<file path="src/rtl/stat_pkg.sv">
// Package: shared register map for the status register group.
// Assumes a 3-bit host address; codes 5..7 are unused.
package stat_pkg;
    typedef enum logic [2:0] {
        SA_COND = 3'd0,
        SA_RISE = 3'd1,
        SA_FALL = 3'd2,
        SA_EVT  = 3'd3,
        SA_MASK = 3'd4
    } stat_addr_e;
    localparam int unsigned STAT_AW = 3;
endpackage

</file>
<file path="src/rtl/stat_edge.sv">
// stat_edge: remembers the previous condition vector and flags the
// edges passed by the rising and falling masks.
// Assumes cond_i is synchronous; during reset the history register
// loads the live value so no edge appears at reset release.
module stat_edge #(
    parameter int unsigned W = 16
) (
    input  logic         clk,
    input  logic         rst_n,
    input  logic [W-1:0] cond_i,
    input  logic [W-1:0] rise_m,
    input  logic [W-1:0] fall_m,
    output logic [W-1:0] cond_q,
    output logic [W-1:0] hit
);
    logic [W-1:0] up_e;
    logic [W-1:0] dn_e;

    // history register: previous cycle's condition vector
    always_ff @(posedge clk) begin
        cond_q <= cond_i;
    end

    // edge masks: a bit fires on a filtered change this cycle
    always_comb begin
        up_e = cond_i & ~cond_q;
        dn_e = ~cond_i & cond_q;
        hit  = rst_n ? ((up_e & rise_m) | (dn_e & fall_m)) : '0;
    end
endmodule

</file>
<file path="src/rtl/stat_evt.sv">
// stat_evt: sticky event register, cleared by a read strobe.
// A bit set by hit on the clearing edge survives the clear.
module stat_evt #(
    parameter int unsigned W = 16
) (
    input  logic         clk,
    input  logic         rst_n,
    input  logic [W-1:0] hit,
    input  logic         clr,
    output logic [W-1:0] evt_q
);
    // latch filtered edges; a read clears, new hits win
    always_ff @(posedge clk) begin
        if (!rst_n)
            evt_q <= '0;
        else if (clr)
            evt_q <= hit;
        else
            evt_q <= evt_q | hit;
    end
endmodule

</file>
<file path="src/rtl/stat_regs.sv">
// stat_regs: host-writable masks and the registered read mux.
// Assumes the map in stat_pkg; condition and event are read-only here.
module stat_regs
    import stat_pkg::*;
#(
    parameter int unsigned W = 16
) (
    input  logic               clk,
    input  logic               rst_n,
    input  logic [STAT_AW-1:0] addr,
    input  logic               rd,
    input  logic               wr,
    input  logic [W-1:0]       wdata,
    input  logic [W-1:0]       cond_i,
    input  logic [W-1:0]       evt_q,
    output logic [W-1:0]       rise_m,
    output logic [W-1:0]       fall_m,
    output logic [W-1:0]       ena_m,
    output logic [W-1:0]       rdata
);
    logic [W-1:0] rd_mux;

    // mask writes; other addresses are ignored
    always_ff @(posedge clk) begin
        if (!rst_n) begin
            rise_m <= '1;
            fall_m <= '0;
            ena_m  <= '0;
        end else if (wr) begin
            case (addr)
                SA_RISE: rise_m <= wdata;
                SA_FALL: fall_m <= wdata;
                SA_MASK: ena_m  <= wdata;
                default: ;
            endcase
        end
    end

    // select the register named by the address
    always_comb begin
        case (addr)
            SA_COND: rd_mux = cond_i;
            SA_RISE: rd_mux = rise_m;
            SA_FALL: rd_mux = fall_m;
            SA_EVT:  rd_mux = evt_q;
            SA_MASK: rd_mux = ena_m;
            default: rd_mux = '0;
        endcase
    end

    // read data register, loaded on the strobe edge
    always_ff @(posedge clk) begin
        if (!rst_n)
            rdata <= '0;
        else if (rd)
            rdata <= rd_mux;
    end
endmodule

</file>
<file path="src/rtl/status_group.sv">
// status_group: condition/transition-filter/event/enable register
// group with one OR-summary bit placed in a status-byte fragment.
// Assumes synchronous condition inputs and a single host master.
module status_group
    import stat_pkg::*;
#(
    parameter int unsigned W       = 16,
    parameter int unsigned SB_W    = 8,
    parameter int unsigned SUM_POS = 3
) (
    input  logic               clk,
    input  logic               rst_n,
    input  logic [W-1:0]       cond_i,
    input  logic [STAT_AW-1:0] host_addr,
    input  logic               host_rd,
    input  logic               host_wr,
    input  logic [W-1:0]       host_wdata,
    output logic [W-1:0]       host_rdata,
    output logic               sum_o,
    output logic [SB_W-1:0]    status_bits_o
);
    logic [W-1:0] cond_q;
    logic [W-1:0] hit;
    logic [W-1:0] evt_q;
    logic [W-1:0] rise_m;
    logic [W-1:0] fall_m;
    logic [W-1:0] ena_m;
    logic         evt_clr;

    // a read of the event address clears it
    assign evt_clr = host_rd && (host_addr == SA_EVT);

    stat_edge #(.W(W)) u_edge (
        .clk(clk), .rst_n(rst_n), .cond_i(cond_i),
        .rise_m(rise_m), .fall_m(fall_m), .cond_q(cond_q), .hit(hit)
    );

    stat_evt #(.W(W)) u_evt (
        .clk(clk), .rst_n(rst_n), .hit(hit), .clr(evt_clr), .evt_q(evt_q)
    );

    stat_regs #(.W(W)) u_regs (
        .clk(clk), .rst_n(rst_n), .addr(host_addr), .rd(host_rd),
        .wr(host_wr), .wdata(host_wdata), .cond_i(cond_i), .evt_q(evt_q),
        .rise_m(rise_m), .fall_m(fall_m), .ena_m(ena_m), .rdata(host_rdata)
    );

    // masked OR summary, combinational from registered state
    assign sum_o = |(evt_q & ena_m);

    // place the summary at its fixed status-byte position
    for (genvar b = 0; b < SB_W; b++) begin : g_sb
        if (b == SUM_POS) begin : g_on
            assign status_bits_o[b] = sum_o;
        end else begin : g_off
            assign status_bits_o[b] = 1'b0;
        end
    end
endmodule

</file>
<file path="config.mk">
export PLATFORM = sky130hd
export DESIGN_NAME = status_group
export DESIGN_NICKNAME = d
export VERILOG_FILES = /design/src/rtl/stat_pkg.sv /design/src/rtl/stat_edge.sv /design/src/rtl/stat_evt.sv /design/src/rtl/stat_regs.sv /design/src/rtl/status_group.sv
export SDC_FILE = /design/constraint.sdc
export NUM_CORES = 1
export LEC_CHECK = 0
export CAP_MARGIN = 20
export CORE_ASPECT_RATIO = 1.2
export CORE_MARGIN = 1
export CORE_UTILIZATION = 46
export CTS_BUF_LIST = sky130_fd_sc_hd__clkbuf_8
export DETAILED_ROUTE_END_ITERATION = 10
export HOLD_SLACK_MARGIN = 0.08
export PLACE_DENSITY = 0.69
export SLEW_MARGIN = 5
export SYNTH_ARGS = -nofsm -noshare
export SYNTH_HDL_FRONTEND = slang
export SYNTH_SLANG_ARGS = --single-unit
</file>
<file path="constraint.sdc">
create_clock -name clk -period 3.86 [get_ports clk]
set_clock_uncertainty 0.15 [all_clocks]
set_input_delay 0.965 -clock clk [delete_from_list [all_inputs] [get_ports clk]]
set_output_delay 0.965 -clock clk [all_outputs]
set_load 0.01 [all_outputs]
</file>
==> flow_summary.ini, run 1 <==
[run_status]
status = complete, no violations

[worst_setup_path]
worstPathArrival_ns = 2.03
path_class = flop to primary output
worstPathCellList = a22o_1 > a221oi_1 > nand4_1 > clkdlybuf4s50_1
cp.required_ns = 2.74
reg2regPathDepth = 3
worstReg2RegEnd = u_regs.rdata[7]
cp_top_family = compound AO/OA/AOI/OAI gates
endpoint_kind = primary output
slowest_delay_ns = 0.53
crit_buf_inv = 1
rrSetupSlack_ns = 2.61
slowest_stage = clkdlybuf4s50_1
r2r-start = u_regs.rise_m[7]
start_kind = flop
cp_max_fo = 3

[grt]
grt_pass1_vias = 3587
overflow = 0
grt_max_degree = 45
grtUsageTotal = 0.245
grt_pass1_wl_um = 18400
antenna_found_initial = 0

[place]
place_congestion = 0.805
post-place-ws_ns = 0.693
dp_hpwl_um = 7460
port_buffers = 56

[timing]
layout_min_cycle_time_ns = 3.14
max_freq_mhz = 318
timing.final.setup_violations = 0
rsz0062_at_grt = false
setup-tns-final_ns = 0
max_slew_margin = 0.520
hold_violations = 0
worst_pin_slew_ns = 0.720
slew_viol_final = 0
setup_ws_ns = 0.718
fin_crit_sh = 0.814

[finish]
syn_to_final_growth_pct = 17.3
final_cell_mix = nand2_1, dfxtp_1, a21oi_1
final_common_cell = nand2_1
diodes = 0
fillerInstances = 842
final_core_utilization = 0.560
drive_gt1_frac = 0.115
nets = 563

[hold_path]
min_to = u_regs.fall_m[9]
hold_path_depth = 2
min_from = u_regs.fall_m[9]
holdCritPathClass = flop to flop

[clock_network]
clock_latency_ns = 0.36
clockBufferDepth = 2
cts_root_buf = clkbuf_8
clk_pin_slew_ns = 0.08
cts_setup_buffers = 0
cts.sinks = 96
cts_buffers = 9
htreeDepth = 3
post_cts_resize_count = 0
holdBufCountCts = 0
cts_tree = built

[floorplanning]
fp.coreArea_sq_um = 9080
start_util = 0.477
rows = 38
die_h_um = 108
num_io_pins = 64
dieArea_sq_um = 9820
die_w_um = 90.6

[synth]
synth_cell_types = 35
synth_edf_count = 0
ys.flop_type = dfxtp_1
yosysWarnings = 0
synthArstFlopShare = 0
synth_seq_cells = 96
synth_cells = 482
yosysTopAreaCell = dfxtp_1
avgSynthCellArea_sq_um = 8.99
syn-cell-area_sq_um = 4340
synthDominantCellAreaShare = 0.443
ys_top_cells_by_area = dfxtp_1, nand2_1, a21oi_1, nand3b_1, mux2_2
ys_seq_area_frac = 0.443

[power]
peakVddDrop_mv = 0.235
total_leakage_power_nw = 1.85
power_density_nw_per_um2 = 386

[detailed_routing]
drt_iter0_drc = 202
drt_drc_violations_left = 0
wl_per_cell_um = 17.8
viasPerCell = 5.68
ant_nets = 0
via_count = 3687
drt_wl_total_um = 11500
drtPass1Iterations = 5

[flow_run]
max-cap-violations = 0
[Yosys cell counts, types with 11 or more instances]
master and n:
nand2_1 112, dfxtp_1 96, a21oi_1 63, nand3b_1 32, a31oi_1 17, mux2_2 16, mux2i_1 16, nand3_1 16
nor2b_1 16, a2bb2oi_1 15, buf_4 15, clkbuf_1 11
[routing by layer]
metal / wire length [um] / GRT usage / vias to the layer above
met3: 603 / 0.0309 / 20
li1: - / - / 1776
met5: 0 / 0 / -
met2: 5590 / 0.421 / 129
met1: 5050 / 0.304 / 1762
met4: 301 / 0.118 / 0
[stage by stage]
stage                     total power [mW]  instance area, sq um  hold WS (ns)  instances
after floorplan                       1.23                  4360         0.296        488
after global placement                1.32                  4890         0.305        633
after detailed placement              1.33                  4890         0.311        633
after CTS                             1.98                  5090         0.323        649
after global routing                  2.04                  5090         0.348        649
final                                 1.96                  5090         0.325        649
[power by group]
group	switching, mW	leakage [nW]	internal (mW)
combinational	0.127	0.959	0.121
sequential	0.0296	0.787	1.03
clock	0.343	0.103	0.314
total	0.500	1.85	1.46
[final cells by class]
class | count | area [sq um] | area share
tap | 120 | 150 | 0.0295
multi-input combinational | 348 | 2160 | 0.424
clock inverter | 6 | 60.1 | 0.0118
timing repair buffer | 67 | 651 | 0.128
sequential | 96 | 1920 | 0.378
inverter | 2 | 7.51 | 0.00148
clock buffer | 10 | 138 | 0.0271
[logic make-up (layout without fill, tap and decap cells)]
logic type / Yosys count / after routing / synth area share
AND/OR/NAND/NOR: 189 / 189 / 0.225
buffers and inverters: 44 / 85 / 0.0652
flip-flops: 96 / 96 / 0.443
other: 1 / 7 / 0.000865
multiplexers: 32 / 32 / 0.0785
AO/OA/AOI/OAI: 120 / 120 / 0.187
[how the worst max path moves through the flow]
stage                    start          endpoint  slack, ns  cells past startpoint
4_1_cts         u_evt.evt_q[7]  status_bits_o[3]       0.70                      4
3_5_place_dp      host_addr[0]   u_evt.evt_q[13]       0.69                      4
6_report        u_evt.evt_q[7]  status_bits_o[3]       0.72                      4
2_1_floorplan   u_evt.evt_q[6]  status_bits_o[3]       1.64                      4
5_1_grt        u_regs.ena_m[7]             sum_o       0.64                      4
3_3_place_gp      host_addr[0]  u_regs.fall_m[5]       0.78                      5
[tightest hold or removal path, cell delays in order, from the launching register on]
cell,delay [ns]
dfxtp_1,0.33
nand2_1,0.05
a21oi_1,0.05
[sequential cells by signal, indices dropped and copies added (netlist names)]
| name | count |
|---|---|
| u_regs.fall_m | 16 |
| u_regs.rise_m | 16 |
| u_evt.evt_q | 16 |
| u_regs.ena_m | 16 |
| u_edge.cond_q | 16 |
| u_regs.rdata | 16 |
Note: power is estimated with default switching activity, not from simulation.
==> run 2, diff against run 1 <==
PLACE_DENSITY = 0.72   (was 0.69)
clock period = 2.6 ns   (was 3.86 ns; I/O delays follow)
==> run 2 against run 1 <==
- design area up 2.2%
- combinational power up 54%
- critical endpoint unchanged
- final cell count rose by 2.0%
- power increased by 46%
- highest routed layer unchanged
- clock-buffer cell count is 1 higher
- critical path type unchanged
- register-to-register slack got worse by 1.2 ns
- largest power group unchanged
- wire length decreased by 2.9%
- sequential share of layout area fell by 0.73 points
==> flow_summary.ini, run 2 (synthesis gave the netlist of run 1 again) <==
[run_status]
status = complete, no violations

[floorplanning]
dieArea_sq_um = 9820
die_h_um = 108
die_w_um = 90.6
num_io_pins = 64
rows = 38
fp.coreArea_sq_um = 9080
start_util = 0.477

[power]
power_density_nw_per_um2 = 552
peakVddDrop_mv = 0.260
total_leakage_power_nw = 1.92

[clock_network]
cts_root_buf = clkbuf_8
clock_latency_ns = 0.36
htreeDepth = 3
cts.sinks = 96
clockBufferDepth = 2
cts_tree = built
cts_buffers = 9
holdBufCountCts = 0
clk_pin_slew_ns = 0.10

[hold_path]
holdCritPathClass = flop to flop

[place]
dpl.cell_count = 646
dp_hpwl_um = 7390
port_buffers = 56
place_area_sq_um = 4990
place_congestion = 0.848

[worst_setup_path]
endpoint_kind = primary output
cp_max_fo = 3
cp.required_ns = 1.80
worstPathArrival_ns = 1.69
path_class = flop to primary output
start_kind = flop

[finish]
syn_to_final_growth_pct = 19.9
fillerInstances = 803
final_cell_area_sq_um = 5200
diodes = 0
final_core_utilization = 0.572
final_cell_mix = nand2_1, dfxtp_1, a21oi_1
final_cells = 662
multi_input_area_sq_um = 2180
drive_gt1_frac = 0.149
nets = 576
register_area_sq_um = 1930
final_common_cell = nand2_1

[timing]
fin_crit_sh = 0.958
timing.final.setup_violations = 0
layout_min_cycle_time_ns = 2.49
max_freq_mhz = 401
slew_viol_final = 0
hold_violations = 0
rsz0062_at_grt = false
max_slew_margin = 0.590
fin_hold_ws_ns = 0.324
setup-tns-final_ns = 0
worst_pin_slew_ns = 0.613

[detailed_routing]
drt_drc_violations_left = 0
drt_wl_total_um = 11200
viasPerCell = 5.54
drtPass1Iterations = 4
ant_nets = 0
wl_per_cell_um = 16.9
via_count = 3668
drt_iter0_drc = 258

[grt]
grtUsageTotal = 0.234
grt_max_degree = 37
antenna_found_initial = 0
grt_pass1_vias = 3597
grt_pass1_wl_um = 17900
overflow = 0

[flow_run]
max-cap-violations = 0
run 2: cell types whose count changed in the layout (fill, tap and decap cells not counted), sizes merged:
cell	previous run	this run
buf	12	25
clkdlybuf4s50	55	53
dlygate4sd2	0	2
bufinv	1	0
clkbuf	10	11
clkinv	3	2
clkinvlp	1	2
run 2: area by class of cell:
type	instances	area share
clock buffers	11	0.0291
clock inverters	5	0.00626
inverters	2	0.00144
multi-input cells	348	0.420
flip-flops and latches	96	0.370
well taps	120	0.0289
repair buffers	80	0.143
run 2: per-stage QoR:
stage          worst slack [ns]  power [mW]
2_1_floorplan             0.693        1.83
3_3_place_gp              0.224        1.97
3_5_place_dp              0.196        1.98
4_1_cts                 0.00725        2.87
5_1_grt                  0.0509        2.98
6_report                  0.109        2.87
run 2: worst paths after layout:
path | slack (ns) | depth (start not counted) | to | from
setup / recovery | 0.11 | 4 | status_bits_o[3] | u_evt.evt_q[6]
hold / removal | 0.32 | 2 | u_regs.fall_m[9] | u_regs.fall_m[9]
setup reg to reg | 1.39 | 3 | u_regs.rdata[7] | u_regs.rise_m[7]
hold reg to reg | 0.32 | 2 | u_regs.fall_m[9] | u_regs.fall_m[9]
run 2: critical path, stage by stage (launching register included):
cell	delay [ns]
dfxtp_2	0.35
a22o_1	0.24
a221oi_2	0.22
nand4_1	0.19
dlygate4sd2_1	0.33
run 2: power by group:
group          internal [mW]  switching, mW  total (mW)
clock network          0.397          0.517       0.914
logic                  0.189          0.192       0.381
registers               1.53         0.0450        1.57
run 2: per-layer routing:
metal	GRT usage	share of wire	wire, um
met4	0.127	0.019	214
met2	0.395	0.49	5450
met3	0.0253	0.046	512
met1	0.295	0.45	5040
met5	0	0	0
run 2: timing repair:
| item | 4_1_cts | 5_1_grt |
|---|---|---|
| pin swaps | 1 | 1 |
| setup endpoints to repair | 2 | 1 |
| setup buffers | 1 | 0 |
| resized for setup | 4 | 5 |
==> run 3, diff against run 2 <==
CORE_MARGIN = 2   (was 1)
==> run 3 against run 2 <==
- worst setup slack worse by 0.0028 ns
- wire length up 0.18%
- utilization down 0.46 points
- fmax down 0.11%
- sequential share of layout area about the same
- critical path type unchanged
- largest power group unchanged
==> flow_summary.ini, run 3 (synthesis gave the netlist of run 1 again) <==
[worst_setup_path]
worstPathArrival_ns = 1.69
crit_buf_inv = 1
start_kind = flop
worstPathCellList = a22o_1 > a221oi_2 > nand4_1 > dlygate4sd2_1
cp.required_ns = 1.80
path_class = flop to primary output
slowest_delay_ns = 0.33
cp_max_fo = 3
slowest_stage = dfxtp_1
endpoint_kind = primary output
cp_top_family = compound AO/OA/AOI/OAI gates

[power]
sw_frac_of_total = 0.262
peakVddDrop_mv = 0.340
total_power_mw = 2.90
p_sw_uw = 759
seqPwrFrac = 0.542
comb_power_share = 0.131
clkPwrFrac = 0.328
power_density_nw_per_um2 = 560
internal_power_mw = 2.14
total_leakage_power_nw = 1.91

[timing]
rsz0062_at_grt = false
max_slew_margin = 0.596
fin_crit_sh = 0.959
layout_min_cycle_time_ns = 2.49
timing.final.setup_violations = 0
fin_hold_ws_ns = 0.326
hold_violations = 0
setup-tns-final_ns = 0
worst_pin_slew_ns = 0.604
max_freq_mhz = 401
slew_viol_final = 0

[detailed_routing]
drt_wl_total_um = 11200
wl_per_cell_um = 17.1
drtPass1Iterations = 5
viasPerCell = 5.67
drt_drc_violations_left = 0
ant_nets = 0
via_count = 3724
drt_iter0_drc = 325

[clock_network]
cts.sinks = 96
cts_root_buf = clkbuf_8
cts_buffers = 9
clockBufferDepth = 2
holdBufCountCts = 0
htreeDepth = 3
cts_tree = built
clock_latency_ns = 0.37
clk_pin_slew_ns = 0.09

[floorplanning]
fp.coreArea_sq_um = 9130
num_io_pins = 64
start_util = 0.475
die_h_um = 110
die_w_um = 92.6
dieArea_sq_um = 10200
rows = 38

[finish]
final_cells = 657
final_common_cell = nand2_1
register_area_sq_um = 1920
multi_input_area_sq_um = 2180
final_core_utilization = 0.568
diodes = 0
syn_to_final_growth_pct = 19.5
final_cell_mix = nand2_1, dfxtp_1, a21oi_1
fillerInstances = 835
drive_gt1_frac = 0.136
nets = 571

[place]
port_buffers = 56
dpl.cell_count = 641
place_congestion = 0.771
dp_hpwl_um = 7290

[grt]
grt_max_degree = 52
antenna_found_initial = 0
grt_pass1_wl_um = 17900
grt_pass1_vias = 3540
overflow = 0
grtUsageTotal = 0.225

[hold_path]
holdCritPathClass = flop to flop

[flow_run]
max-cap-violations = 0

[run_status]
status = complete, no violations
==> run 3: tightest hold or removal path, cell delays in order, from the launching register on <==
cell and delay (ns):
dfxtp_1 0.33, nand2_1 0.06, a21oi_1 0.05
==> run 3: path summary, 6_finish.rpt <==
check                         start                 to  slack (ns)  cells after the start
setup reg to reg   u_regs.rise_m[7]    u_regs.rdata[7]        1.38                      3
setup / recovery     u_evt.evt_q[7]   status_bits_o[3]        0.11                      4
hold reg to reg   u_regs.fall_m[11]  u_regs.fall_m[11]        0.33                      2
hold / removal    u_regs.fall_m[11]  u_regs.fall_m[11]        0.33                      2
==> run 3: final cells by class <==
type | instances | share of cell area
multi-input cells | 348 | 0.420
flip-flops and latches | 96 | 0.371
repair buffers | 75 | 0.141
clock buffers | 12 | 0.0319
well taps | 120 | 0.0290
clock inverters | 4 | 0.00507
inverters | 2 | 0.00145
==> run 3: metal layers <==
layer | track usage | up-vias | part of all wire
met5 | 0 | - | 0
met4 | 0.0756 | 0 | 0.018
met2 | 0.388 | 113 | 0.49
met3 | 0.0421 | 20 | 0.054
met1 | 0.285 | 1799 | 0.44
li1 | - | 1792 | -
==> run 3: through the flow <==
step	instance area, sq um	worst slack, ns
after global placement	4970	0.213
after global routing	5180	0.0209
after detailed placement	4970	0.203
after CTS	5170	0.0930
after floorplan	4360	0.693
final	5180	0.106
==> run 3: repair_timing <==
| item | in CTS | in global routing |
|---|---|---|
| buffers inserted | 0 | 0 |
| pin swaps | 1 | 1 |
| endpoints found under the setup margin | 2 | 2 |
| endpoints found under the hold margin | 0 | 0 |
| resized for setup | 3 | 2 |
==> run 3: power groups by stage <==
| stage | Sequential, mW | Combinational [mW] | Clock [mW] |
|---|---|---|---|
| finish | 1.57 | 0.380 | 0.951 |
| global route | 1.58 | 0.411 | 1.02 |
| CTS | 1.57 | 0.378 | 0.959 |
| detailed placement | 1.60 | 0.379 | 0 |
| global placement | 1.60 | 0.372 | 0 |
| floorplan | 1.59 | 0.237 | 0 |
